<file path="src/rtl/spi_fm_pkg.sv">
package spi_fm_pkg;

  localparam int CTRL_W     = 8;
  localparam int DATA_BYTES = 4;
  localparam int MAX_BITS   = DATA_BYTES * 8;
  localparam int SEL_W      = 3;
  localparam int NUM_CS     = (1 << SEL_W) - 1;
  localparam int LEN_W      = 2;
  localparam int ADDR_W     = 3;

  // control register field positions
  localparam int POS_CPOL  = 7;
  localparam int POS_SFALL = 6;
  localparam int POS_LEN   = 4;
  localparam int POS_MAN   = 3;
  localparam int POS_SEL   = 0;

  // register addresses
  localparam int A_CTRL_I  = 0;
  localparam int A_DATA0_I = 1;
  localparam int A_STAT_I  = A_DATA0_I + DATA_BYTES;
  localparam int A_TOP_I   = A_DATA0_I + DATA_BYTES - 1;

  localparam logic [ADDR_W-1:0] A_CTRL = ADDR_W'(A_CTRL_I);
  localparam logic [ADDR_W-1:0] A_STAT = ADDR_W'(A_STAT_I);
  localparam logic [ADDR_W-1:0] A_TOP  = ADDR_W'(A_TOP_I);

  // strobes from the sequencer to the shift datapath
  typedef struct packed {
    logic             load;
    logic             sample;
    logic             shift;
    logic             commit;
    logic [LEN_W-1:0] lenCode;
  } xfer_strb_t;

endpackage

</file>
<file path="src/rtl/spi_fm_ctrl.sv">
module spi_fm_ctrl
  import spi_fm_pkg::*;
#(
  parameter int CLK_DIV = 4
) (
  input  logic              clk,
  input  logic              rstN,
  input  logic              wrEn,
  input  logic [ADDR_W-1:0] addr,
  input  logic [CTRL_W-1:0] wrData,
  output logic [CTRL_W-1:0] ctrlReg,
  output logic              busy,
  output logic              sclk,
  output logic [NUM_CS-1:0] csN,
  output xfer_strb_t        strb
);

  localparam int HALF   = CLK_DIV / 2;
  localparam int DIV_W  = (HALF > 1) ? $clog2(HALF) : 1;
  localparam int EDGE_W = $clog2(2 * MAX_BITS + 1);

  logic [CTRL_W-1:0] ctrlQ;
  logic              active;
  logic [DIV_W-1:0]  divCnt;
  logic [EDGE_W-1:0] edgeCnt;
  logic              sclkQ;
  logic              cfgCpol;
  logic              cfgSfall;
  logic [LEN_W-1:0]  cfgLen;
  logic [SEL_W-1:0]  cfgSel;

  logic              startReq;
  logic              ctrlWr;
  logic              tick;
  logic              lastTick;
  logic              toggle;
  logic              leadSample;
  logic              sampleEdge;
  logic              shiftEdge;
  logic [EDGE_W-1:0] frameEdges;
  logic [SEL_W-1:0]  selCode;
  logic              selOn;

  assign startReq   = wrEn && (addr == A_TOP) && !active;
  assign ctrlWr     = wrEn && (addr == A_CTRL);
  assign tick       = active && (divCnt == DIV_W'(HALF - 1));
  assign frameEdges = EDGE_W'({1'b0, cfgLen} + 3'd1) << 4;
  assign lastTick   = tick && (edgeCnt == frameEdges);
  assign toggle     = tick && !lastTick;

  // leading edge captures when it moves sclk toward the capture level
  assign leadSample = (cfgCpol == cfgSfall);
  assign sampleEdge = toggle && (edgeCnt[0] != leadSample);
  assign shiftEdge  = toggle && (edgeCnt[0] == leadSample) && (edgeCnt != '0);

  always_ff @(posedge clk or negedge rstN) begin
    if (!rstN) begin
      ctrlQ    <= '0;
      active   <= 1'b0;
      divCnt   <= '0;
      edgeCnt  <= '0;
      sclkQ    <= 1'b0;
      cfgCpol  <= 1'b0;
      cfgSfall <= 1'b0;
      cfgLen   <= '0;
      cfgSel   <= '0;
    end else begin
      if (ctrlWr) begin
        ctrlQ <= wrData;
      end
      if (startReq) begin
        active   <= 1'b1;
        divCnt   <= '0;
        edgeCnt  <= '0;
        sclkQ    <= ctrlQ[POS_CPOL];
        cfgCpol  <= ctrlQ[POS_CPOL];
        cfgSfall <= ctrlQ[POS_SFALL];
        cfgLen   <= ctrlQ[POS_LEN +: LEN_W];
        cfgSel   <= ctrlQ[POS_SEL +: SEL_W];
      end else if (active) begin
        if (tick) begin
          divCnt <= '0;
          if (lastTick) begin
            active <= 1'b0;
          end else begin
            sclkQ   <= ~sclkQ;
            edgeCnt <= edgeCnt + 1'b1;
          end
        end else begin
          divCnt <= divCnt + 1'b1;
        end
      end
    end
  end

  // select decode: manual follows the live field, automatic uses the frame copy
  assign selCode = ctrlQ[POS_MAN] ? ctrlQ[POS_SEL +: SEL_W] : cfgSel;
  assign selOn   = ctrlQ[POS_MAN] || active;

  for (genvar k = 0; k < NUM_CS; k++) begin : g_csdec
    assign csN[k] = !(selOn && (selCode == SEL_W'(k + 1)));
  end

  assign sclk         = active ? sclkQ : ctrlQ[POS_CPOL];
  assign busy         = active;
  assign ctrlReg      = ctrlQ;
  assign strb.load    = startReq;
  assign strb.sample  = sampleEdge;
  assign strb.shift   = shiftEdge;
  assign strb.commit  = lastTick;
  assign strb.lenCode = active ? cfgLen : ctrlQ[POS_LEN +: LEN_W];

  // a frame only begins after a write to the top data byte
  p_busy_start_r7: assert property (@(posedge clk) disable iff (!rstN)
    $rose(active) |-> $past(wrEn && (addr == A_TOP)));

  // an even number of transitions brings sclk back to its resting level
  p_sclk_home_r3: assert property (@(posedge clk) disable iff (!rstN)
    $fell(active) |-> (sclkQ == cfgCpol));

  if (HALF > 1) begin : g_hold
    // no two sclk transitions on adjacent cycles
    p_sclk_hold_r11: assert property (@(posedge clk) disable iff (!rstN)
      (active && $past(active) && (sclkQ != $past(sclkQ))) |=> $stable(sclkQ));
  end

endmodule

</file>
<file path="src/rtl/spi_fm_dpath.sv">
module spi_fm_dpath
  import spi_fm_pkg::*;
(
  input  logic                clk,
  input  logic                rstN,
  input  logic                wrEn,
  input  logic [ADDR_W-1:0]   addr,
  input  logic [7:0]          wrData,
  input  logic                busy,
  input  xfer_strb_t          strb,
  input  logic                miso,
  output logic                mosi,
  output logic [MAX_BITS-1:0] dataWord
);

  logic [7:0]          dataQ [DATA_BYTES];
  logic [MAX_BITS-1:0] loadWord;
  logic [MAX_BITS-1:0] txShift;
  logic [MAX_BITS-1:0] rxShift;
  logic [LEN_W+2:0]    shiftAmt;

  // the starting write lands in the top byte on the same edge, so take it from the bus
  for (genvar k = 0; k < DATA_BYTES - 1; k++) begin : g_load
    assign loadWord[8*k +: 8] = dataQ[k];
  end
  assign loadWord[MAX_BITS-1 -: 8] = wrData;

  // left-align the frame so its top bit sits at the shifter MSB
  assign shiftAmt = {LEN_W'(DATA_BYTES - 1) - strb.lenCode, 3'b000};

  always_ff @(posedge clk or negedge rstN) begin
    if (!rstN) begin
      txShift <= '0;
    end else if (strb.load) begin
      txShift <= loadWord << shiftAmt;
    end else if (strb.shift) begin
      txShift <= txShift << 1;
    end
  end

  always_ff @(posedge clk or negedge rstN) begin
    if (!rstN) begin
      rxShift <= '0;
    end else if (strb.sample) begin
      rxShift <= {rxShift[MAX_BITS-2:0], miso};
    end
  end

  for (genvar k = 0; k < DATA_BYTES; k++) begin : g_byte
    localparam logic [LEN_W:0] BYTE_IDX = (LEN_W + 1)'(k);
    always_ff @(posedge clk or negedge rstN) begin
      if (!rstN) begin
        dataQ[k] <= '0;
      end else if (!busy && wrEn && (addr == ADDR_W'(A_DATA0_I + k))) begin
        dataQ[k] <= wrData;
      end else if (strb.commit && ({1'b0, strb.lenCode} >= BYTE_IDX)) begin
        dataQ[k] <= rxShift[8*k +: 8];
      end
    end
    assign dataWord[8*k +: 8] = dataQ[k];
  end

  assign mosi = txShift[MAX_BITS-1];

  // during a frame the data bytes move only at the final commit
  p_data_frozen_r8: assert property (@(posedge clk) disable iff (!rstN)
    (busy && !strb.commit) |=> $stable(dataWord));

  // the outgoing line changes only on a shift strobe while a frame runs
  p_mosi_steady_r5: assert property (@(posedge clk) disable iff (!rstN)
    (busy && !strb.shift) |=> $stable(mosi));

endmodule

</file>
<file path="src/rtl/spi_sel_master.sv">
module spi_sel_master
  import spi_fm_pkg::*;
#(
  parameter int CLK_DIV = 4
) (
  input  logic        clk,
  input  logic        rstN,
  input  logic        wrEn,
  input  logic [2:0]  addr,
  input  logic [7:0]  wrData,
  output logic [7:0]  rdData,
  output logic        busy,
  output logic        sclk,
  output logic        mosi,
  input  logic        miso,
  output logic [6:0]  csN
);

  logic [CTRL_W-1:0]   ctrlReg;
  logic [MAX_BITS-1:0] dataWord;
  xfer_strb_t          strb;

  spi_fm_ctrl #(
    .CLK_DIV(CLK_DIV)
  ) u_ctrl (
    .clk    (clk),
    .rstN   (rstN),
    .wrEn   (wrEn),
    .addr   (addr),
    .wrData (wrData),
    .ctrlReg(ctrlReg),
    .busy   (busy),
    .sclk   (sclk),
    .csN    (csN),
    .strb   (strb)
  );

  spi_fm_dpath u_dpath (
    .clk     (clk),
    .rstN    (rstN),
    .wrEn    (wrEn),
    .addr    (addr),
    .wrData  (wrData),
    .busy    (busy),
    .strb    (strb),
    .miso    (miso),
    .mosi    (mosi),
    .dataWord(dataWord)
  );

  always_comb begin
    rdData = '0;
    if (addr == A_CTRL) begin
      rdData = ctrlReg;
    end
    if (addr == A_STAT) begin
      rdData = {7'b0, busy};
    end
    for (int k = 0; k < DATA_BYTES; k++) begin
      if (addr == ADDR_W'(A_DATA0_I + k)) begin
        rdData = dataWord[8*k +: 8];
      end
    end
  end

  // in automatic mode every select is released outside a frame
  p_cs_idle_r9: assert property (@(posedge clk) disable iff (!rstN)
    (!busy && !ctrlReg[POS_MAN]) |-> (&csN));

  // never more than one device selected
  p_cs_single_r10: assert property (@(posedge clk) disable iff (!rstN)
    $onehot0(~csN));

endmodule

</file>
<file path="config.mk">
export PLATFORM = sky130hd
export DESIGN_NAME = spi_sel_master
export DESIGN_NICKNAME = d
export VERILOG_FILES = /design/src/rtl/spi_fm_pkg.sv /design/src/rtl/spi_fm_ctrl.sv /design/src/rtl/spi_fm_dpath.sv /design/src/rtl/spi_sel_master.sv
export SDC_FILE = /design/constraint.sdc
export NUM_CORES = 1
export LEC_CHECK = 0
export ABC_AREA = 1
export BUFFER_PORTS_ARGS = -buffer_cell sky130_fd_sc_hd__clkbuf_2
export CORE_MARGIN = 2
export CORE_UTILIZATION = 25
export DETAILED_ROUTE_END_ITERATION = 8
export GPL_TIMING_DRIVEN = 1
export SYNTH_ARGS = -nofsm -noshare
export SYNTH_HDL_FRONTEND = slang
export SYNTH_HIERARCHICAL = 1
export SYNTH_SLANG_ARGS = --single-unit
</file>
<file path="constraint.sdc">
create_clock -name clk -period 3.9 [get_ports clk]
set_clock_uncertainty 0.05 [all_clocks]
set_input_delay 0.195 -clock clk [delete_from_list [all_inputs] [get_ports clk]]
set_output_delay 0.195 -clock clk [all_outputs]
set_load 0.005 [all_outputs]
</file>
==> results of run 1 <==
final cells by class:
type	instances	share of cell area, %
Clock buffer	18	5.50
Multi-Input combinational cell	660	40.3
Inverter	85	4.09
Timing Repair Buffer	43	3.21
Clock inverter	14	2.55
Tap cell	341	5.47
Sequential cell	121	38.8
registers in the layout, indices dropped and copies added (netlist names):
name	count
u_ctrl/ctrlReg	8
u_ctrl/cfgSfall	1
u_dpath/txShift	32
u_ctrl/edgeCnt	7
u_dpath/dataWord	32
u_ctrl/busy	1
u_ctrl/cfgSel	3
u_ctrl/divCnt	1
u_ctrl/sclkQ	1
u_ctrl/cfgCpol	1
u_ctrl/cfgLen	2
u_dpath/rxShift	32
what timing repair did:
action,CTS,global route
setup buffers,0,0
gates resized for setup,0,0
hold buffers,2,0
setup endpoints to repair,0,0
endpoints found under the hold margin,52,0
Yosys cell counts (6+ instances only):
cell type / n
nor2_1: 73
clkbuf_1: 11
buf_2: 29
nand3_1: 163
nand2_1: 262
o21ai_0: 54
buf_4: 6
a21oi_1: 29
inv_1: 80
dfrtp_1: 121
nand4_1: 28
worst paths after layout:
| kind | from | cells after the start | slack (ns) | to |
|---|---|---|---|---|
| worst max-delay path | u_ctrl/busy | 8 | 1.22 | u_dpath/txShift[10] |
| worst min register to register | u_dpath/rxShift[21] | 2 | 0.43 | u_dpath/rxShift[22] |
| min in group asynchronous | rstN | 2 | 0.31 | u_dpath/rxShift[5] |
| worst max register to register | u_ctrl/busy | 8 | 1.22 | u_dpath/txShift[10] |
| worst min-delay path | wrData[7] | 3 | 0.13 | u_ctrl/ctrlReg[7] |
| max in group asynchronous | rstN | 3 | 2.55 | u_dpath/dataWord[30] |
per-stage QoR:
step                total power, W  util, %
detailed placement         0.00433     26.8
finish                     0.00603     29.2
CTS                        0.00604     29.2
global placement           0.00428     26.8
floorplan                  0.00372        -
global route               0.00647     29.2
power breakdown:
group	internal (W)	switching [W]
Sequential	0.00174	0.000468
Combinational	0.000714	0.00142
Clock	0.00107	0.000613
metal layers:
layer / global-route usage, % / wire, um
met1: 18.5 / 8630
met2: 22.3 / 9120
met3: 2.24 / 1150
met4: 5.62 / 371
met5: 0 / 0
cells by family (layout without fill, tap and decap cells):
kind of cell    Yosys count  count (layout)  share of synthesized area [%]
buf+inv                 138             160                           8.86
mux                       2               2                          0.333
xor+xnor                  2               2                          0.259
simple gates            552             552                           37.3
flops                   121             121                           44.8
fa+ha+maj                 3               3                          0.555
compound gates          101             101                           7.95
worst max-delay path, stage by stage (launching register included):
cell and delay [ns]:
dfrtp_1 0.72, inv_1 0.09, nand4_1 0.11, buf_4 0.25
inv_1 0.31, inv_1 0.39, buf_4 0.34, o21ai_0 0.15
a21oi_1 0.17
placed cells by master, fill, tap and decap left out, drive strengths merged:
master	count
dlygate4sd3	2
clkinvlp	4
buf	10
nand3b	3
o211ai	5
inv	86
nand4	28
xnor2	1
nand3	168
nand2	266
ha	3
nor4	1
xor2	1
and3	1
o21ai	61
nor3	4
clkbuf	49
a31oi	5
bufinv	4
o21bai	1
a21oi	29
mux2	2
clkinv	5
dfrtp	121
nor2	81
==> flow_summary.rst, run 1 <==
.. list-table::
   :header-rows: 1

   * - Metric
     - Value
   * - Relative slew margins
     - between 30% and 40%
   * - Leading post-synthesis cells by cell area
     - dfrtp_1, nand2_1, nand3_1
   * - Pin count of the biggest net entering global routing
     - 65
   * - Number of enable-type register cells in the synthesized netlist
     - 0
   * - Clock transition at the registers of the reported paths
     - approximately 0.06 ns
   * - Drt first-iter violations
     - between 600 and 700
   * - Clock network latency to the later pin of the worst-skew pair
     - around 0.43 ns
   * - Run status
     - completed
   * - Final GP Congestion
     - between 0.9 and 1
   * - Share of the synthesized area in the top cell type
     - about 45%
   * - Unrepaired setup endpoints after global routing
     - false
   * - Dpl ws
     - between 1 and 1.5 ns
   * - Async SR Flop Fraction
     - 100%
   * - Required time at the endpoint of the critical path
     - about 4.2 ns
   * - Post-synth design cell area
     - around 6800 um2
   * - Number of CTS-inserted buffers
     - 17
   * - Fraction of layout instances using a drive strength above 1
     - 11.2%
   * - Number of DRC violations after detailed routing
     - 0
   * - Clock tree from TritonCTS
     - done
   * - Highest clock frequency the design can meet
     - between 300 and 400 MHz
   * - Sequential share of the synthesized area
     - 44.8%
   * - Footprint of the multi-input gates
     - roughly 3100 um2
   * - Time the final worst path needs with I/O delays and setup
     - 2.68 ns
   * - Number of fill cells in the layout
     - slightly below 3000
   * - Final instance area
     - between 7000 and 8000 um2
   * - Synth unique cells
     - 35
   * - Die height
     - between 150 and 200 um
   * - Net count after synthesis
     - 937
   * - MaxCap Viol Count
     - 0
   * - Post-Route Setup TNS
     - 0 ns
   * - Worst IR Drop VDD
     - 0.354 mV
   * - Power density cells
     - 773 nW/um2
   * - Number of storage elements in the synthesis netlist
     - 121
   * - H-tree depth
     - 4
   * - Sequential standard cell area
     - about 3000 um2
   * - Maximum number of buffers from clock root to sink
     - 2
   * - Number of cells in the finished layout apart from fillers
     - 1282
   * - Aggregate routed wire length
     - around 19000 um
   * - Clock Sinks
     - approximately 120
   * - Type of the worst setup path
     - flip-flop to flip-flop
   * - Count of input and output buffers
     - 32
   * - Min setup slack post-route
     - ~1.2 ns
   * - Worst min-delay path class
     - input pin to flip-flop
   * - Synth warnings
     - 6
   * - Post-Route Hold Slack
     - 0.129 ns
   * - Least-Margin Pin Slew
     - 0.912 ns
   * - Number of global-route vias before repair
     - between 5000 and 6000
   * - Global route overflow
     - 0
   * - Count of antenna diodes in the layout
     - 0
   * - Average vias per placed instance
     - about 4.8
   * - Cells after Synth
     - between 900 and 1000
   * - Leak
     - 3.59 nW
   * - Wire length of the first global-routing pass
     - slightly above 30000 um
   * - Final number of hold-violating endpoints
     - 0
   * - Final period util
     - a little under 70%
   * - Number of rows created at floorplan
     - 60
   * - Final #Nets
     - ~950
   * - Endpoints failing setup
     - 0
   * - Core footprint
     - between 20000 and 30000 um2
   * - Via Count
     - roughly 6100
   * - Instance count after placement with tap cells included
     - between 1000 and 1500
   * - Clock Tree Root
     - clkbuf_16
   * - Kind of start point of the critical path
     - flip-flop
   * - Antenna Violating Nets Remaining
     - 0
   * - Cell type with the highest aggregate area in the netlist
     - dfrtp_1
   * - Overall global routing resource usage
     - roughly 14%
   * - Die area
     - between 20000 and 30000 um2
   * - Arrival time of the worst setup path
     - 2.98 ns
   * - Synthesis-to-finish area growth
     - 15.3%
   * - Average cell area after synthesis
     - roughly 7.4 um2
   * - Post-detail-place hpwl
     - around 13000 um
   * - I/O pin count
     - 33
   * - Initial Util
     - between 20% and 30%
   * - Avg WL per Cell
     - roughly 15 um
   * - Critical path peak fanout
     - 26
   * - Dominant register cell in the synthesized netlist
     - dfrtp_1
   * - 1st-pass router iterations
     - 6
   * - Chip width
     - ~170 um
   * - Final max-slew violation count
     - 0
   * - DP Area
     - between 7000 and 8000 um2
   * - Initial antenna violation count
     - 0
   * - Kind of capture point of the worst setup path
     - flip-flop
Power figures use the tool's default switching activity.
==> run 2: changes to the inputs <==
==> constraint.sdc (replaced) <==
create_clock -name clk -period 2.2 [get_ports clk]
set_clock_uncertainty 0.05 [all_clocks]
set_input_delay 0.11 -clock clk [delete_from_list [all_inputs] [get_ports clk]]
set_output_delay 0.11 -clock clk [all_outputs]
set_load 0.005 [all_outputs]
==> flow_summary.rst, run 2 (synthesis gave the netlist of run 1 again) <==
.. list-table::
   :header-rows: 1

   * - Metric
     - Value
   * - Run status
     - completed (unchanged)
   * - Average vias per placed instance
     - 4.76 (was 4.78)
   * - Worst IR Drop VDD
     - 0.521 mV (was 0.354 mV)
   * - Number of DRC violations after detailed routing
     - 0 (unchanged)
   * - Initial Util
     - 25.3% (unchanged)
   * - Critical Path Max Stage Delay
     - 0.38 ns (was 0.72 ns)
   * - Final period util
     - 92.9% (was 68.7%)
   * - Pin count of the biggest net entering global routing
     - 53 (was 65)
   * - Final instance area
     - 7960 um2 (was 7800 um2)
   * - MaxCap Viol Count
     - 0 (unchanged)
   * - Number of fill cells in the layout
     - 2904 (was 2939)
   * - Met2 Usage GRT
     - 22.4% (was 22.3%)
   * - Wire length of the first global-routing pass
     - 31000 um (was 30800 um)
   * - Chip width
     - 168 um (unchanged)
   * - Kind of capture point of the worst setup path
     - flip-flop (unchanged)
   * - Number of global-route vias before repair
     - 5919 (was 5641)
   * - Via Count
     - 6203 (was 6132)
   * - DP Area
     - 7330 um2 (was 7150 um2)
   * - Leak
     - 3.70 nW (was 3.59 nW)
   * - Antenna Violating Nets Remaining
     - 0 (unchanged)
   * - Global route overflow
     - 0 (unchanged)
   * - Aggregate routed wire length
     - 19100 um (was 19300 um)
   * - Dpl ws
     - 0.0438 ns (was 1.24 ns)
   * - Library cell contributing the largest single delay on the critical path
     - dfrtp_1 (unchanged)
   * - Avg WL per Cell
     - 14.6 um (was 15.0 um)
   * - Endpoints failing setup
     - 0 (unchanged)
   * - Time the final worst path needs with I/O delays and setup
     - 2.04 ns (was 2.68 ns)
   * - Type of the worst setup path
     - flip-flop to flip-flop (unchanged)
   * - Unrepaired setup endpoints after global routing
     - false (unchanged)
   * - Most common cell on crit path
     - nand2_1 (was inv_1)
   * - H-tree depth
     - 4 (unchanged)
   * - Worst min-delay path class
     - input pin to flip-flop (unchanged)
   * - Initial antenna violation count
     - 0 (unchanged)
   * - Count of input and output buffers
     - 32 (unchanged)
   * - Clock network latency to the later pin of the worst-skew pair
     - 0.42 ns (was 0.43 ns)
   * - Count of antenna diodes in the layout
     - 0 (unchanged)
   * - Post-detail-place hpwl
     - 13600 um (was 13400 um)
   * - Core occupancy in the finished layout
     - 29.8% (was 29.2%)
   * - Maximum number of buffers from clock root to sink
     - 2 (unchanged)
   * - Power density cells
     - 1350 nW/um2 (was 773 nW/um2)
   * - Number of CTS-inserted buffers
     - 17 (unchanged)
   * - Min setup slack post-route
     - 0.157 ns (was 1.22 ns)
   * - Least-Margin Pin Slew
     - 0.657 ns (was 0.912 ns)
   * - Clock tree from TritonCTS
     - done (unchanged)
   * - Post-Route Setup TNS
     - 0 ns (unchanged)
   * - Final #Nets
     - 968 (was 946)
   * - Routing usage on met3
     - 2.76% (was 2.24%)
   * - Die area
     - 28400 um2 (unchanged)
   * - Final max-slew violation count
     - 0 (unchanged)
   * - Final number of hold-violating endpoints
     - 0 (unchanged)
   * - 1st-pass router iterations
     - 5 (was 6)
   * - Clock transition at the registers of the reported paths
     - 0.06 ns (about the same)
   * - Required time at the endpoint of the critical path
     - 2.42 ns (was 4.20 ns)
   * - Met1 usage in global routing
     - 18.2% (was 18.5%)
   * - I/O pin count
     - 33 (unchanged)
   * - Post-Route Hold Slack
     - 0.0450 ns (was 0.129 ns)
   * - Final GP Congestion
     - 0.878 (was 0.909)
   * - Most congested layer reported by global routing
     - met2 (unchanged)
   * - Kind of start point of the critical path
     - flip-flop (unchanged)
   * - Synthesis-to-finish area growth
     - 17.7% (was 15.3%)
   * - Highest clock frequency the design can meet
     - 489 MHz (was 373 MHz)
   * - Drt first-iter violations
     - 688 (was 601)
   * - Number of rows created at floorplan
     - 60 (unchanged)
   * - Leading cell type in the layout, fill and taps excluded
     - nand2_1 (unchanged)
   * - Clock Sinks
     - 121 (unchanged)
   * - Die height
     - 168 um (unchanged)
   * - Critical path peak fanout
     - 52 (was 26)
   * - Relative slew margins
     - 56.2% (was 39.2%)
   * - Arrival time of the worst setup path
     - 2.27 ns (was 2.98 ns)
   * - Most frequent cells in the layout
     - nand2_1, nand3_1, dfrtp_1 (unchanged)
   * - Overall global routing resource usage
     - 13.9% (was 13.8%)
   * - Cells along the critical path
     - ha_1, inv_1, nand2_1, nand2_2, nor2_4, nand2_1, and3_2, buf_4, o21ai_0 (was inv_1, nand4_1, buf_4, inv_1, inv_1, buf_4, o21ai_0, a21oi_1)
   * - Fraction of layout instances using a drive strength above 1
     - 13.3% (was 11.2%)
   * - Core footprint
     - 26700 um2 (unchanged)
   * - Clock Tree Root
     - clkbuf_16 (unchanged)
## run 2: changes by cell type in the layout (fill, tap and decap cells not counted), moves of 2 or more
cell / before / now
buf_12: 0 / 2
o21ai_0: 52 / 49
clkinv_4: 4 / 2
clkinv_2: 1 / 5
buf_4: 10 / 29
o21ai_1: 5 / 8
## run 2: per-stage QoR
step | total power [W] | cells
3_3_place_gp | 0.00780 | 1269
6_report | 0.0108 | 1303
5_1_grt | 0.0116 | 1303
3_5_place_dp | 0.00789 | 1269
2_1_floorplan | 0.00659 | 919
4_1_cts | 0.0107 | 1302
## run 2: timing repair
item                                   in CTS  in global routing
endpoints found under the hold margin      74                  0
resized for setup                           0                  7
hold buffers                                2                  0
setup buffers                               0                  1
setup endpoints to repair                   0                 32
## run 2: layout make-up
class                           count  area, um2  share of cell area, %
Multi-Input combinational cell    660       3160                   39.7
Sequential cell                   121       3030                   38.0
Timing Repair Buffer               65        444                   5.58
Clock buffer                       18        429                   5.39
Tap cell                          341        427                   5.36
Inverter                           85        319                   4.01
Clock inverter                     13        155                   1.95
## run 2: worst max-delay path, delay by kind of cell, from the launching register on
family | cells | cell delay (ns)
AOI/OAI and AO/OA | 1 | 0.19
buffers and inverters | 2 | 0.44
DFF | 1 | 0.38
and+or+nand+nor | 5 | 0.50
adders and majority gates | 1 | 0.32
## run 2: final timing paths
check / from / to / slack [ns] / depth (start not counted)
max in group asynchronous: rstN / u_dpath/dataWord[21] / 1.27 / 3
worst min register to register: u_dpath/rxShift[23] / u_dpath/rxShift[24] / 0.43 / 2
min in group asynchronous: rstN / u_dpath/rxShift[3] / 0.12 / 2
worst max-delay path: u_ctrl/cfgLen[0] / u_dpath/rxShift[10] / 0.16 / 9
worst min-delay path: wrData[6] / u_dpath/dataWord[22] / 0.04 / 3
worst max register to register: u_ctrl/cfgLen[0] / u_dpath/rxShift[10] / 0.16 / 9
## run 2: per-layer routing
layer  wire length [um]  vias up
met5                  0        -
met4                502        0
li1                   -     3071
met2               8970      168
met1               8710     2927
met3                906       37
## run 2: power by group
part / total, W / switching (W) / leakage [nW] / internal (W)
Sequential: 0.00383 / 0.000745 / 1.53 / 0.00309
Clock: 0.00281 / 0.00105 / 0.281 / 0.00176
Combinational: 0.00413 / 0.00263 / 1.88 / 0.00150
Total: 0.0108 / 0.00442 / 3.70 / 0.00635
